### src/rtl/irq_recog5.sv
module irq_recog5 (
  input  logic        clk,
  input  logic        rst_n,
  input  logic        nmi_req,
  input  logic        r75_req,
  input  logic        r65_req,
  input  logic        r55_req,
  input  logic        gen_req,
  input  logic        insn_end,
  input  logic        ei_pulse,
  input  logic        di_pulse,
  input  logic        mask_wr,
  input  logic [7:0]  mask_wdata,
  input  logic        ser_in,
  output logic [7:0]  mask_rdata,
  output logic        ser_out,
  output logic        vec_valid,
  output logic [15:0] vec_addr,
  output logic        inta_n
);

  logic       nmi_d, r75_d, nmi_pend, r75_ff, ie_q;
  logic [2:0] mask_q;

  wire nmi_rise = nmi_req & ~nmi_d;
  wire r75_rise = r75_req & ~r75_d;

  wire c_nmi = nmi_pend & nmi_req;
  wire c_75  = ie_q & r75_ff  & ~mask_q[2];
  wire c_65  = ie_q & r65_req & ~mask_q[1];
  wire c_55  = ie_q & r55_req & ~mask_q[0];
  wire c_gen = ie_q & gen_req;

  wire take   = insn_end & (c_nmi | c_75 | c_65 | c_55 | c_gen);
  wire tk_nmi = insn_end & c_nmi;
  wire tk_75  = insn_end & c_75 & ~c_nmi;

  logic [15:0] win_addr;
  logic        win_vec;

  always_comb begin
    win_vec  = 1'b1;
    win_addr = 16'h0000;
    if (c_nmi)      win_addr = 16'h0024;
    else if (c_75)  win_addr = 16'h003C;
    else if (c_65)  win_addr = 16'h0034;
    else if (c_55)  win_addr = 16'h002C;
    else            win_vec  = 1'b0;
  end

  always_ff @(posedge clk) begin
    if (!rst_n) begin
      nmi_d     <= 1'b0;
      r75_d     <= 1'b0;
      nmi_pend  <= 1'b0;
      r75_ff    <= 1'b0;
      ie_q      <= 1'b0;
      mask_q    <= 3'b111;
      ser_out   <= 1'b0;
      vec_valid <= 1'b0;
      vec_addr  <= 16'h0000;
      inta_n    <= 1'b1;
    end else begin
      nmi_d    <= nmi_req;
      r75_d    <= r75_req;
      nmi_pend <= nmi_rise | (nmi_pend & nmi_req & ~tk_nmi);
      r75_ff   <= r75_rise | (r75_ff & ~tk_75 & ~(mask_wr & mask_wdata[4]));
      if (take || di_pulse) ie_q <= 1'b0;
      else if (ei_pulse)    ie_q <= 1'b1;
      if (mask_wr && mask_wdata[3]) mask_q  <= mask_wdata[2:0];
      if (mask_wr && mask_wdata[6]) ser_out <= mask_wdata[7];
      vec_valid <= take & win_vec;
      vec_addr  <= (take & win_vec) ? win_addr : 16'h0000;
      inta_n    <= ~(take & ~win_vec);
    end
  end

  assign mask_rdata = {ser_in, r75_ff, r65_req, r55_req, ie_q, mask_q};


  accept_at_boundary_chk: assert property (@(posedge clk) disable iff (!rst_n)
    (vec_valid || !inta_n) |-> $past(insn_end));


  ie_clear_on_take_chk: assert property (@(posedge clk) disable iff (!rst_n)
    (vec_valid || !inta_n) |-> !ie_q);


  nmi_held_high_chk: assert property (@(posedge clk) disable iff (!rst_n)
    (vec_valid && vec_addr == 16'h0024) |-> $past(nmi_req));


  mask_gate_chk: assert property (@(posedge clk) disable iff (!rst_n)
    (mask_wr && !mask_wdata[3]) |=> $stable(mask_q));

endmodule

### config.mk
export PLATFORM = sky130hd
export DESIGN_NAME = irq_recog5
export DESIGN_NICKNAME = d
export VERILOG_FILES = /design/src/rtl/irq_recog5.sv
export SDC_FILE = /design/constraint.sdc
export NUM_CORES = 1
export LEC_CHECK = 0
export BUFFER_PORTS_ARGS = -buffer_cell sky130_fd_sc_hd__buf_2
export CORE_UTILIZATION = 43
export DETAILED_ROUTE_END_ITERATION = 6
export PLACE_DENSITY_LB_ADDON = 0.3
export RECOVER_POWER = 25
export SYNTH_ARGS = -nofsm -noshare
export SYNTH_HDL_FRONTEND = slang
export SYNTH_SLANG_ARGS = --single-unit
### constraint.sdc
create_clock -name clk -period 3.4 [get_ports clk]
set_clock_uncertainty 0.1 [all_clocks]
set_input_delay 0.17 -clock clk [delete_from_list [all_inputs] [get_ports clk]]
set_output_delay 0.17 -clock clk [all_outputs]
set_load 0.1 [all_outputs]
# --- After elaboration in Yosys (flattened, before gate mapping) ---
# Cells that the tools add are included.
classes:
  mux: 8
  n_reduce_logical: 7
  bitwise: 39
op_table:
  columns: ["op", "count"]
  rows:
  - ["2-to-1 mux 6 bit", 4]
  - ["AND 1 bit", 20]
  - ["inverter 1 bit", 13]
  - ["OR 1 bit", 6]
  - ["OR reduction 5 bit", 1]
  - ["2-to-1 mux 1 bit", 4]
  - ["OR reduction 3 bit", 1]
  - ["logical AND 1 bit", 2]
  - ["AND reduction 2 bit", 1]
  - ["OR reduction 2 bit", 1]
  - ["logical OR 1 bit", 1]
totals:
  output_inout_bits: 27
  elab_cells: 66
  inputBits: 20
  reg_bits: 27

# --- Longest topological paths before layout ---
# Gate-level depths: netlist of the first run.
depth:
  word_depth: 10
  ltp_mapped: 3
  ltp_nobuf: 3

# --- Worst setup path after synthesis of the first run ---
# No wires, ideal clock.
synth_timing:
  path_kind: "register to register"
  startpoint: "register mask_q[1]"
  endpoint: "register inta_n"
  period_less_slack_ps: 1829
  required_time_ps: 3173
  path_buffers: 0
  path_stages_with_launch: 4
  setup_time_ps: 127
  t_arrival_ps: 1602
  path_slack_ps: 1571
  path_cell_list: "dfxtp_1 -> nor2b_4 -> o21ai_2 -> or3b_1"
synth_via:
  elab_chain_len: 8
  elab_cells_between_ends: 12
  cone_classes: "mux (3); bitwise (9)"
synth_rtl:
  columns: ["item", "line", "text"]
  rows:
  - ["from (decl)", "23", "logic [2:0] mask_q;"]
  - ["from (signal assigned)", "70", "if (mask_wr && mask_wdata[3]) mask_q <= mask_wdata[2:0];"]
  - ["inverter 1 bit *", "30", "wire c_65 = ie_q & r65_req & ~mask_q[1];"]
  - ["AND 1 bit *", "30", null]
  - ["OR 1 bit or 2-to-1 mux 1 bit (tied branches)", "34, 46", null]
  - ["OR 1 bit or 2-to-1 mux 1 bit (tied branches)", "34, 45", null]
  - ["OR 1 bit or 2-to-1 mux 1 bit (tied branches)", "34, 44", null]
  - ["AND 1 bit or inverter 1 bit (tied branches)", "34, 74", null]
  - ["AND 1 bit *", "74", "inta_n <= ~(take & ~win_vec);"]
  - ["inverter 1 bit *", "74", null]
  - ["to (signal assigned)", "74", null]
  - ["to (decl)", "19", "output logic inta_n"]
# Mark *: on every way between the ends. The rest lies on a longest branch, timed or not.
# A chain may end at the register's enable or synchronous reset.

# --- Final worst setup path of the first run ---
layout_timing:
  startpoint: "register ie_q"
  endpoint: "output port mask_rdata[3]"
layout_rtl:
  columns: ["item", "line", "text"]
  rows:
  - ["from (decl)", "22", "logic nmi_d, r75_d, nmi_pend, r75_ff, ie_q;"]
  - ["from (signal assigned)", "57", "ie_q <= 1'b0;"]
  - ["from (signal assigned)", "68", "if (take || di_pulse) ie_q <= 1'b0;"]
  - ["from (signal assigned)", "69", "else if (ei_pulse) ie_q <= 1'b1;"]
  - ["to (decl)", "15", "output logic [7:0] mask_rdata,"]
# No word-level cell between the ends.

==> results of run 1 <==
[cell usage in the layout, fill, tap and decap left out, types with 2 or more instances in the layout]
cell | netlist | layout
sky130_fd_sc_hd__nor2b_4 | 2 | 2
sky130_fd_sc_hd__a21boi_0 | 1 | 2
sky130_fd_sc_hd__a31oi_1 | 3 | 3
sky130_fd_sc_hd__dfxtp_1 | 14 | 14
sky130_fd_sc_hd__nand2b_1 | 3 | 3
sky130_fd_sc_hd__inv_1 | 2 | 2
sky130_fd_sc_hd__nand2_1 | 11 | 11
sky130_fd_sc_hd__clkbuf_4 | 0 | 3
sky130_fd_sc_hd__nand3_1 | 9 | 9
sky130_fd_sc_hd__conb_1 | 1 | 12
sky130_fd_sc_hd__buf_2 | 1 | 30
[power breakdown]
| group | internal (mW) | leakage [nW] | switching (mW) |
|---|---|---|---|
| Sequential | 0.171 | 0.115 | 0.00560 |
| Combinational | 0.0206 | 0.285 | 0.124 |
| Clock | 0.0651 | 0.0210 | 0.0510 |
[logic make-up (layout without fill, tap and decap cells)]
kind of cell    after synthesis  after routing  share of synthesized area, %
simple gates                 33             33                          27.9
buf+inv                      21             37                          21.3
flops                        14             14                          40.5
compound gates                9              9                          9.77
other cells                   1             12                         0.542
[layout make-up]
type,instances,share of cell area (%)
Clock buffer,4,4.52
Inverter,2,0.935
Multi-Input combinational cell,54,38.0
Sequential cell,14,34.9
Tap cell,16,2.49
Timing Repair Buffer,31,19.2
[stage by stage]
stage | std cells | setup WS, ns
after global placement | 117 | 2.19
after detailed placement | 117 | 2.19
after global routing | 121 | 1.85
after CTS | 121 | 1.91
after floorplan | 89 | 1.57
final | 121 | 1.92
[per-layer routing]
layer | track usage, % | routed length [um]
met2 | 20.9 | 453
met4 | 10.0 | 29
met1 | 17.3 | 523
met5 | 0 | 0
met3 | 4.31 | 94
[worst register-to-register path, stage by stage (launching register included)]
cell and delay, ns:
sky130_fd_sc_hd__dfxtp_1 0.40, sky130_fd_sc_hd__nor2b_4 0.06, sky130_fd_sc_hd__o21ai_2 0.18, sky130_fd_sc_hd__or3b_1 0.35
[worst min path at each step]
stage	start	to	slack [ns]	cells after the start
3_5_place_dp	ser_in	mask_rdata[7]	0.24	0
6_report	r75_req	r75_d	0.008	3
2_1_floorplan	insn_end	ie_q	0.17	1
4_1_cts	r75_req	r75_d	0.005	3
3_3_place_gp	ser_in	mask_rdata[7]	0.24	0
5_1_grt	r75_req	r75_d	0.003	3
==> results, run 1 <==
- The flow ran to the end, and the final reports show no timing, DRC or antenna violations.
- The largest registers in the layout are mask_q x3, vec_addr x3.
- The kind of cell adding the most delay to the critical path is buffers and inverters.
- Across the whole layout, storage elements account for 280 um^2.
- The wire length of the first global-routing pass is 1850 um.
- The die boundary height is 42.1 um.
- STA classifies the critical path endpoint as an output pin.
- The worst setup path is launched from a flop.
- The total clock sinks is 14.
- Setup repair after global routing left no endpoint under its margin.
- The number of enable-type register cells in the synthesized netlist is 0.
- The commonest cells after synthesis are sky130_fd_sc_hd__buf_4, sky130_fd_sc_hd__dfxtp_1, sky130_fd_sc_hd__nand2_1.
- The final weighted congestion in routability-driven placement is 0.730.
- The number of vias after detailed routing is 558.
- Among all flip-flop cells after synthesis, the most frequent one is sky130_fd_sc_hd__dfxtp_1.
- The number of antenna-violating nets in the routed design is 0.
- The share of synthesized area in the top cell type comes to 40.5%.
- In this run the number of cells on the critical path is 1.
- The antenna cell count is 0.
- After clock tree synthesis, the setup repair step added 0 buffers.
- The clock reaches the later pin of the worst-skew pair after 0.27 ns.
- The die covers 1770 um^2.
- The path class of the tightest hold or removal check is in2reg.
- The critical path starts at ie_q.
- The path type of the worst setup path is reg2out.
- The clock passes through at most 2 buffers.
- The final setup violation count is 0.
- Across the run, the number of max-cap violations was 0.
- In the routed layout, each cell is associated on average with a via count of 4.61.
- The sum of overflow across all layers after global routing is 0.
- The fraction of synthesis flops using an asynchronous set or reset pin is 0%.
- The initial antenna violation count came to 0.
- The final layout contains routed wiring with a total length of 1100 um.
- The via count of the first global-routing pass is 465.
- The layout has 150 filler cells.
- The slowest stage of the critical path belongs to the cell sky130_fd_sc_hd__buf_2.
- In this run, post-CTS repair resized a total of 0 instances.
- The number of DRC violations after detailed-routing iteration 0 is 0.
- The startpoint of the most critical register-to-register path is mask_q[1].
- The die span in x is 42.1 um.
- After routing the design area is 803 um^2.
- The synthesized netlist occupies a cell area of 692 um^2.
- The final standard cell utilization of the core is 53.3%.
- The number of flip-flops and latches in the synthesized netlist is 14.
- The critical path goes through buf_2.
- The initial core utilization is 45.9%.
- The count of boundary I/O pins is 47.
- The worst voltage drop across the vdd grid is 0.242 mV.
- For this run, the register share of the synthesized area comes to 40.5%.
- The detailed-route DRC error count is 0.
- The largest fanout of any net on the critical path is 8.
- TritonCTS built the clock tree.
- CTS built an H-tree with a depth of 1.
- The standard-cell row count is 14.
- The final critical path takes up 43.5% of the cycle.
- The number of cells on the worst reg-to-reg path is 3.
- Global routing used 14.1% of the available tracks across all layers.
- Entering global routing, the biggest net connects 11 pins.
- The area inside the core boundary is 1510 um^2.
- The register-to-register setup slack is 2.19 ns.
- The most frequent cell after synthesis is sky130_fd_sc_hd__buf_4.
- Buffers placed on the I/O ports in this run total 31.
- The hold violation count in the final report is 0.
- Summing internal, switching and leakage power gives 0.438 mW.
- For this run, the detailed router's first-pass iteration total came to 1.
- By area the synthesized netlist is led by sky130_fd_sc_hd__dfxtp_1, sky130_fd_sc_hd__buf_4, sky130_fd_sc_hd__nand3_1.
- Clock-pin slew was measured on the worst setup and hold paths at 0.08 ns.
- The critical register-to-register path endpoint is inta_n.
- Data arrives at the worst endpoint at 1.21 ns.
- The quantity of hold-fixing buffers added after cts is 0.
- In the final design database the tool counted 126 nets.
- The cell area reported after detailed placement is 768 um^2.
- Of the cells placed in the final design, the portion with a size suffix greater than 1 is 35.2%.
- The time the worst path needs with I/O delays and setup is 1.48 ns.
- The netlist uses 24 different library cells.
- The estimated wirelength of the detail-placed design is 896 um.
- STA puts the critical path data required time at 3.13 ns.
- Final hold analysis gives a worst-case slack of 0.00821 ns.
- The post-synthesis area per instance is 8.87 um^2.
- The static leakage is 0.421 nW.
- The largest single stage delay on the critical path is 0.48 ns.
- The Yosys step of the flow raised 0 warnings.
- In this run the clock root is driven by a sky130_fd_sc_hd__clkbuf_4.
- The power per cell area is 545 nW/um^2.
- Adding up every negative setup slack in the final design gives 0 ns.
- Dividing the detail-routed wire length by the instance count gives 9.09 um.
- The number of max-slew violations in the final report is 0.
- The CTS buffer count is 3.
- In the synthesized netlist, the number of instances is 78.
- The count of buffer and inverter cells on the critical path is 1.
- The biggest area contributor in the post-synthesis netlist is sky130_fd_sc_hd__dfxtp_1.
- Compared with the post-synthesis result, the final layout area differs by 16.1%.
- The multi-input combinational cells in the finished layout cover a total of 305 um^2.
- The fmax is 676 MHz.
- The most critical setup path has its endpoint at mask_rdata[3].
Note: power is estimated with default switching activity, not from simulation.
==> inputs of run 2 (changes only) <==
Settings changed: CORE_UTILIZATION 43 to 40.
Clock period 3.4 ns to 1.4 ns, I/O delays scaled along.
==> run 2 against run 1 <==
Net effect:
- the flow now finishes with violations (design-rule violations)
- flip-flop and latch count did not move
- register-to-register slack got worse by 2.0 ns
- via count rose by 15%
- wire length rose by 29%
- cell area rose by 20%
- first-iteration DRC count rose by 10
- total power rose by 140%
- die area rose by 7.1%
- sequential share of layout area fell by 5.4 points
==> results, run 2 (same netlist as run 1, synthesis figures left out) <==
- Outcome: finished with violations (was finished, final reports clean).
- The checks that failed: design-rule violations.
- The net total in the final layout came to 143 (was 126).
- The via count of the first global-routing pass is 585 (was 465).
- The area added between synthesis and finish is 39.6% (was 16.1%).
- The final design instance area without fill was 966 um^2 (was 803 um^2).
- The total die area is 1900 um^2 (was 1770 um^2).
- For the pin with the worst max-slew slack, the measured transition is 0.541 ns.
- The cell area reported after detailed placement is 781 um^2 (was 768 um^2).
- The largest fanout of any net on the critical path is 1 (was 8).
- The overall global routing resource usage is 17.0% (was 14.1%).
- The switching component of the power was 0.436 mW (was 0.181 mW).
- The category of the worst setup path capture point is a flop (was output pin).
- The initial core utilization was 44.4% (was 45.9%).
- The mean number of vias per cell is 4.67 (was 4.61).
- The combinational share of power is 37.8% (was 33.1%).
- The area inside the core boundary came to 1560 um^2 (was 1510 um^2).
- The met1 demand-to-capacity share in global routing is 19.5% (was 17.3%).
- The static leakage is 0.480 nW (was 0.421 nW).
- The detailed-route DRC error count came to 3 (was 0).
- The number of max-slew violations in the final report was 0 (unchanged).
- The max capacitance violation total is 0 (unchanged).
- The relative contribution of the clock network to total power is 20.4% (was 26.5%).
- The number of vias after detailed routing is 640 (was 558).
- The master cell of the clock root buffer is sky130_fd_sc_hd__clkbuf_4 (unchanged).
- The fraction of power consumed by sequential logic is 41.8% (was 40.4%).
- The final setup violation count is 0 (unchanged).
- The worst setup timing slack at the placement stage is 0.213 ns (was 2.19 ns).
- The met3 routing resource usage after global routing is 3.75% (was 4.31%).
- The wire length of the first global-routing pass is 2390 um (was 1850 um).
- The power per cell area is 1070 nW/um^2 (was 545 nW/um^2).
- The worst min-delay path class was in2reg (unchanged).
- The antenna cell count is 0 (unchanged).
- The CTS buffer count is 3 (unchanged).
- The most heavily used metal layer in global routing is met2 (unchanged).
- The fraction of final layout cells sized beyond drive strength 1 came to 34.7% (was 35.2%).
- The time the worst path needs with I/O delays and setup is 1.34 ns.
- The buffer depth of the longest clock path is 2 (unchanged).
- The total clock sinks is 14 (unchanged).
- The minimum setup slack in the final design is 0.0594 ns (was 1.92 ns).
- The die boundary height is 43.6 um (was 42.1 um).
- The count of filler cells inserted in the layout came to 137 (was 150).
- The internal power summed over all cells is 0.596 mW (was 0.257 mW).
- The most frequent standard cell in the layout excluding fill and tap cells is sky130_fd_sc_hd__buf_2 (unchanged).
- The path type of the worst setup path is in2reg (was reg2out).
- The first-pass iteration count of the detailed router was 6 (was 1).
- The switching fraction of total power is 42.2% (was 41.3%).
- The estimated wirelength of the detail-placed design is 964 um (was 896 um).
- The number of buffers inserted by port buffering is 31 (unchanged).
- The final weighted congestion in routability-driven placement is 0.723 (was 0.730).
- The later-pin clock latency in the skew report is 0.27 ns (about the same).
- The number of post-CTS setup repair buffers was 0 (unchanged).
- The share of the clock period used by the worst path after layout is 95.8%.
- The total power was 1.03 mW (was 0.438 mW).
- The met2 global-route usage came to 29.0% (was 20.9%).
- The sum of overflow across all layers after global routing is 0 (unchanged).
- The initial antenna violation count is 0 (unchanged).
- The arrival time at the worst endpoint was 1.39 ns (was 1.21 ns).
- The post-detailed-routing wire length is 1420 um (was 1100 um).
- The clock-pin slew on the worst setup and hold paths is 0.07 ns (was 0.08 ns).
- The average detailed-routed wire length per instance is 10.4 um (was 9.09 um).
- Regs by FF count: mask_q x3, vec_addr x3 (unchanged).
- The final total negative setup slack is 0 ns (unchanged).
- The worst voltage drop across the vdd grid is 0.684 mV (was 0.242 mV).
- The hold violation count in the final report is 0 (unchanged).
- The standard-cell row count is 14 (unchanged).
- The maximum number of pins on one net before global-route repair is 11 (unchanged).
- The required time reported for the critical path endpoint was 1.45 ns (was 3.13 ns).
- The final standard cell utilization of the core was 62.0% (was 53.3%).
- Unrepaired setup endpoints after global routing: false (unchanged).
- The fmax is 746 MHz.
- The die span in x is 43.6 um (was 42.1 um).
- The count of boundary I/O pins came to 47 (unchanged).
- The TritonCTS clock tree was yes (unchanged).
- Commonest non-fill, non-tap cells in the layout: sky130_fd_sc_hd__buf_2, sky130_fd_sc_hd__dlygate4sd3_1, sky130_fd_sc_hd__conb_1 (was sky130_fd_sc_hd__buf_2, sky130_fd_sc_hd__dfxtp_1, sky130_fd_sc_hd__conb_1).
- The deepest level of the CTS H-tree is 1 (unchanged).
- The headroom to the max-slew limit is 64.1%.
- The startpoint class of the critical path is an input pin (was flop).
- The number of DRC violations after detailed-routing iteration 0 is 10 (was 0).
- The number of antenna-violating nets in the routed design is 0 (unchanged).
==> run 2: changes by cell type in the layout (fill, tap and decap cells not counted), sizes merged <==
cell	delta
dlygate4sd3	+16
buf	-1
clkbuf	+1
==> run 2: timing repair <==
| item | 4_1_cts | 5_1_grt |
|---|---|---|
| hold buffers | 16 | 0 |
| gates resized for setup | 0 | 2 |
| endpoints found under the setup margin | 0 | 2 |
| endpoints found under the hold margin | 9 | 0 |
==> run 2: critical path: stages <==
cell and delay [ns]:
sky130_fd_sc_hd__dlygate4sd3_1 0.53, sky130_fd_sc_hd__buf_2 0.12, sky130_fd_sc_hd__nand3_1 0.05, sky130_fd_sc_hd__dlygate4sd3_1 0.55, sky130_fd_sc_hd__nand3_1 0.07
==> run 2: final cells by class <==
cell class                 count  area [um^2]  area share, %
clock buffer                   3         22.5           2.33
sequential                    14          285           29.5
tap                           16         20.0           2.07
timing repair buffer          48          325           33.7
inverter                       2         7.51          0.777
multi-input combinational     54          305           31.6
==> run 2: power by group through the flow <==
stage | registers (mW) | clock network (mW) | logic, mW
4_1_cts | 0.431 | 0.227 | 0.388
2_1_floorplan | 0.503 | 0 | 0.289
6_report | 0.431 | 0.211 | 0.390
3_3_place_gp | 0.439 | 0 | 0.354
3_5_place_dp | 0.440 | 0 | 0.356
5_1_grt | 0.434 | 0.245 | 0.406
==> run 2: worst paths after layout <==
| kind | startpoint | to | slack, ns | depth (start not counted) |
|---|---|---|---|---|
| worst max register to register | r75_ff | inta_n | 0.20 | 3 |
| worst min-delay path | r55_req | vec_addr[2] | 0.04 | 3 |
| worst min register to register | nmi_d | nmi_pend | 0.30 | 1 |
| worst max-delay path | mask_wdata[1] | mask_q[1] | 0.06 | 5 |
==> run 2: per-layer routing <==
| layer | up-vias | share of wire [%] |
|---|---|---|
| met4 | 0 | 0.98 |
| met2 | 29 | 49 |
| li1 | 321 | - |
| met5 | - | 0 |
| met3 | 2 | 6.4 |
| met1 | 288 | 44 |
==> run 2: stage by stage <==
stage,std cells,hold WS [ns]
6_report,137,0.0355
5_1_grt,137,0.0196
4_1_cts,137,0.0179
3_5_place_dp,118,0.0407
3_3_place_gp,118,0.0407
2_1_floorplan,89,0.0704
==> inputs of run 3 (changes only) <==
Settings changed: MAX_ROUTING_LAYER set to met4.
==> run 3 against run 2 <==
Net effect:
- sequential share of layout area unchanged
- largest power group unchanged
- fmax hardly changed
- critical path depth unchanged
- the run still ends with design-rule violations left
- combinational power hardly changed
- highest routed layer unchanged
- core utilization is the same
- critical path type unchanged
==> results, run 3 (same netlist as run 1, synthesis figures left out) <==
- The final weighted congestion in routability-driven placement is 0.732 (was 0.723).
- The die span in x was 43.6 um (unchanged).
- The die boundary height is 43.6 um (unchanged).
- The share of the clock period used by the worst path after layout is 95.8% (about the same).
- The arrival time at the worst endpoint is 1.39 ns (about the same).
- The overall global routing resource usage is 17.5% (was 17.0%).
- The CTS buffer count is 3 (unchanged).
- The worst voltage drop across the vdd grid is 0.684 mV (about the same).
- The number of vias after detailed routing came to 642 (was 640).
- The measured slew at the worst slew-check pin came to 0.541 ns (about the same).
- Cell chain of the critical path: dlygate4sd3_1, buf_2, nand3_1, dlygate4sd3_1, nand3_1 (unchanged).
- The deepest level of the CTS H-tree was 1 (unchanged).
- The mean number of vias per cell was 4.69 (was 4.67).
- The static leakage is 0.480 nW (unchanged).
- The standard-cell row count is 14 (unchanged).
- The total clock sinks is 14 (unchanged).
- The maximum number of pins on one net before global-route repair was 11 (unchanged).
- Violated checks: design-rule violations (unchanged).
- The TritonCTS clock tree is yes (unchanged).
- The count of boundary I/O pins came to 47 (unchanged).
- The antenna cell count is 0 (unchanged).
- The power per cell area is 1070 nW/um^2 (about the same).
- The wire length of the first global-routing pass came to 2390 um (unchanged).
- The fmax is 745 MHz (was 746 MHz).
- The count of buffer and inverter cells on the critical path came to 3 (unchanged).
- The category of the worst setup path capture point is a flop (unchanged).
- The final setup violation count is 0 (unchanged).
- The detailed-route DRC error count was 3 (unchanged).
- The sequential cell area is 285 um^2 (unchanged).
- The final standard cell utilization of the core is 62.0% (unchanged).
- The first-pass iteration count of the detailed router is 6 (unchanged).
- The buffer depth of the longest clock path is 2 (unchanged).
- The worst min-delay path class is in2reg (unchanged).
- The master cell of the clock root buffer is sky130_fd_sc_hd__clkbuf_4 (unchanged).
- The sum of overflow across all layers after global routing was 0 (unchanged).
- The via count of the first global-routing pass is 589 (was 585).
- The most frequent standard cell in the layout excluding fill and tap cells is sky130_fd_sc_hd__buf_2 (unchanged).
- The number of max-slew violations in the final report came to 0 (unchanged).
- The count of filler cells inserted in the layout is 137 (unchanged).
- The area taken by multi-input logic gates is 305 um^2 (unchanged).
- Unrepaired setup endpoints after global routing: false (unchanged).
- The required time reported for the critical path endpoint is 1.45 ns (about the same).
- The estimated wirelength of the detail-placed design is 964 um (unchanged).
- The kind of cell adding the most delay to the critical path is buffers and inverters (unchanged).
- The later-pin clock latency in the skew report is 0.27 ns (about the same).
- The hold violation count in the final report came to 0 (unchanged).
- The number of post-CTS setup repair buffers came to 0 (unchanged).
- The number of antenna-violating nets in the routed design was 0 (unchanged).
- The number of buffers inserted by port buffering is 31 (unchanged).
- The largest fanout of any net on the critical path came to 1 (unchanged).
- The area added between synthesis and finish is 39.6% (unchanged).
- The headroom to the max-slew limit came to 64.1% (about the same).
- The cell type of the slowest stage on the worst timing path is sky130_fd_sc_hd__dlygate4sd3_1 (unchanged).
- The average detailed-routed wire length per instance is 10.4 um (about the same).
- The number of DRC violations after detailed-routing iteration 0 is 10 (unchanged).
- The net total in the final layout was 143 (unchanged).
- The startpoint class of the critical path is an input pin (unchanged).
- The fraction of final layout cells sized beyond drive strength 1 is 34.7% (unchanged).
- The path type of the worst setup path was in2reg (unchanged).
- The clock-pin slew on the worst setup and hold paths is 0.07 ns (about the same).
- The max capacitance violation total is 0 (unchanged).
- The time the worst path needs with I/O delays and setup is 1.34 ns (about the same).
- Regs by FF count: mask_q x3, vec_addr x3 (unchanged).
- The total die area is 1900 um^2 (unchanged).
- The area inside the core boundary came to 1560 um^2 (unchanged).
- Outcome: finished with violations (unchanged).
- Commonest non-fill, non-tap cells in the layout: sky130_fd_sc_hd__buf_2, sky130_fd_sc_hd__dlygate4sd3_1, sky130_fd_sc_hd__conb_1 (unchanged).
- The post-detailed-routing wire length came to 1420 um (about the same).
- The initial core utilization is 44.4% (unchanged).
- The total power is 1.03 mW (about the same).
- The initial antenna violation count came to 0 (unchanged).
- The largest stage delay on the critical path is 0.55 ns (about the same).
==> run 3: cell counts in the layout (fill, tap and decap cells not counted) <==
No cell type changed its count.
==> run 3: cell type report <==
| cell class | instances | area share [%] |
|---|---|---|
| timing repair buffer | 48 | 33.7 |
| multi-input combinational | 54 | 31.6 |
| sequential | 14 | 29.5 |
| clock buffer | 3 | 2.33 |
| tap | 16 | 2.07 |
| inverter | 2 | 0.777 |
==> run 3: metal layers <==
layer | vias to the layer above | global-route usage (%) | part of all wire [%]
li1 | 321 | - | -
met4 | 0 | 9.38 | 0.99
met5 | - | - | 0
met1 | 290 | 19.5 | 44
met3 | 2 | 3.75 | 6.4
met2 | 29 | 29.0 | 49
==> run 3: stage by stage <==
stage          cells  worst slack, ns  TNS, ns  hold slack (ns)  instance area [um^2]
2_1_floorplan     89           -0.101   -0.101           0.0704                   738
3_3_place_gp     118            0.224        0           0.0407                   781
3_5_place_dp     118            0.213        0           0.0407                   781
4_1_cts          137          0.00435        0           0.0179                   963
5_1_grt          137        0.0000847        0           0.0196                   966
6_report         137           0.0585        0           0.0354                   966
==> run 3: power breakdown <==
part | internal (mW) | leakage, nW | switching (mW)
clock network | 0.0994 | 0.0138 | 0.111
registers | 0.417 | 0.114 | 0.0142
logic | 0.0800 | 0.352 | 0.310
==> run 3: worst reg2reg max path, stage by stage, from the launching register on <==
cell                      delay [ns]
sky130_fd_sc_hd__dfxtp_1        0.33
sky130_fd_sc_hd__nor2b_4        0.14
sky130_fd_sc_hd__o21ai_2        0.16
sky130_fd_sc_hd__or3b_1         0.35
==> run 3: worst paths after layout <==
check	slack [ns]	to	cells past startpoint	startpoint
worst min register to register	0.30	nmi_pend	1	nmi_d
worst max register to register	0.20	inta_n	3	r75_ff
worst max-delay path	0.06	mask_q[1]	5	mask_wdata[1]
worst min-delay path	0.04	vec_addr[2]	3	r55_req
==> run 3: repair_timing <==
item | CTS | global route
endpoints found under the setup margin | 0 | 2
resized for setup | 0 | 2
endpoints found under the hold margin | 9 | 0
hold buffers | 16 | 0
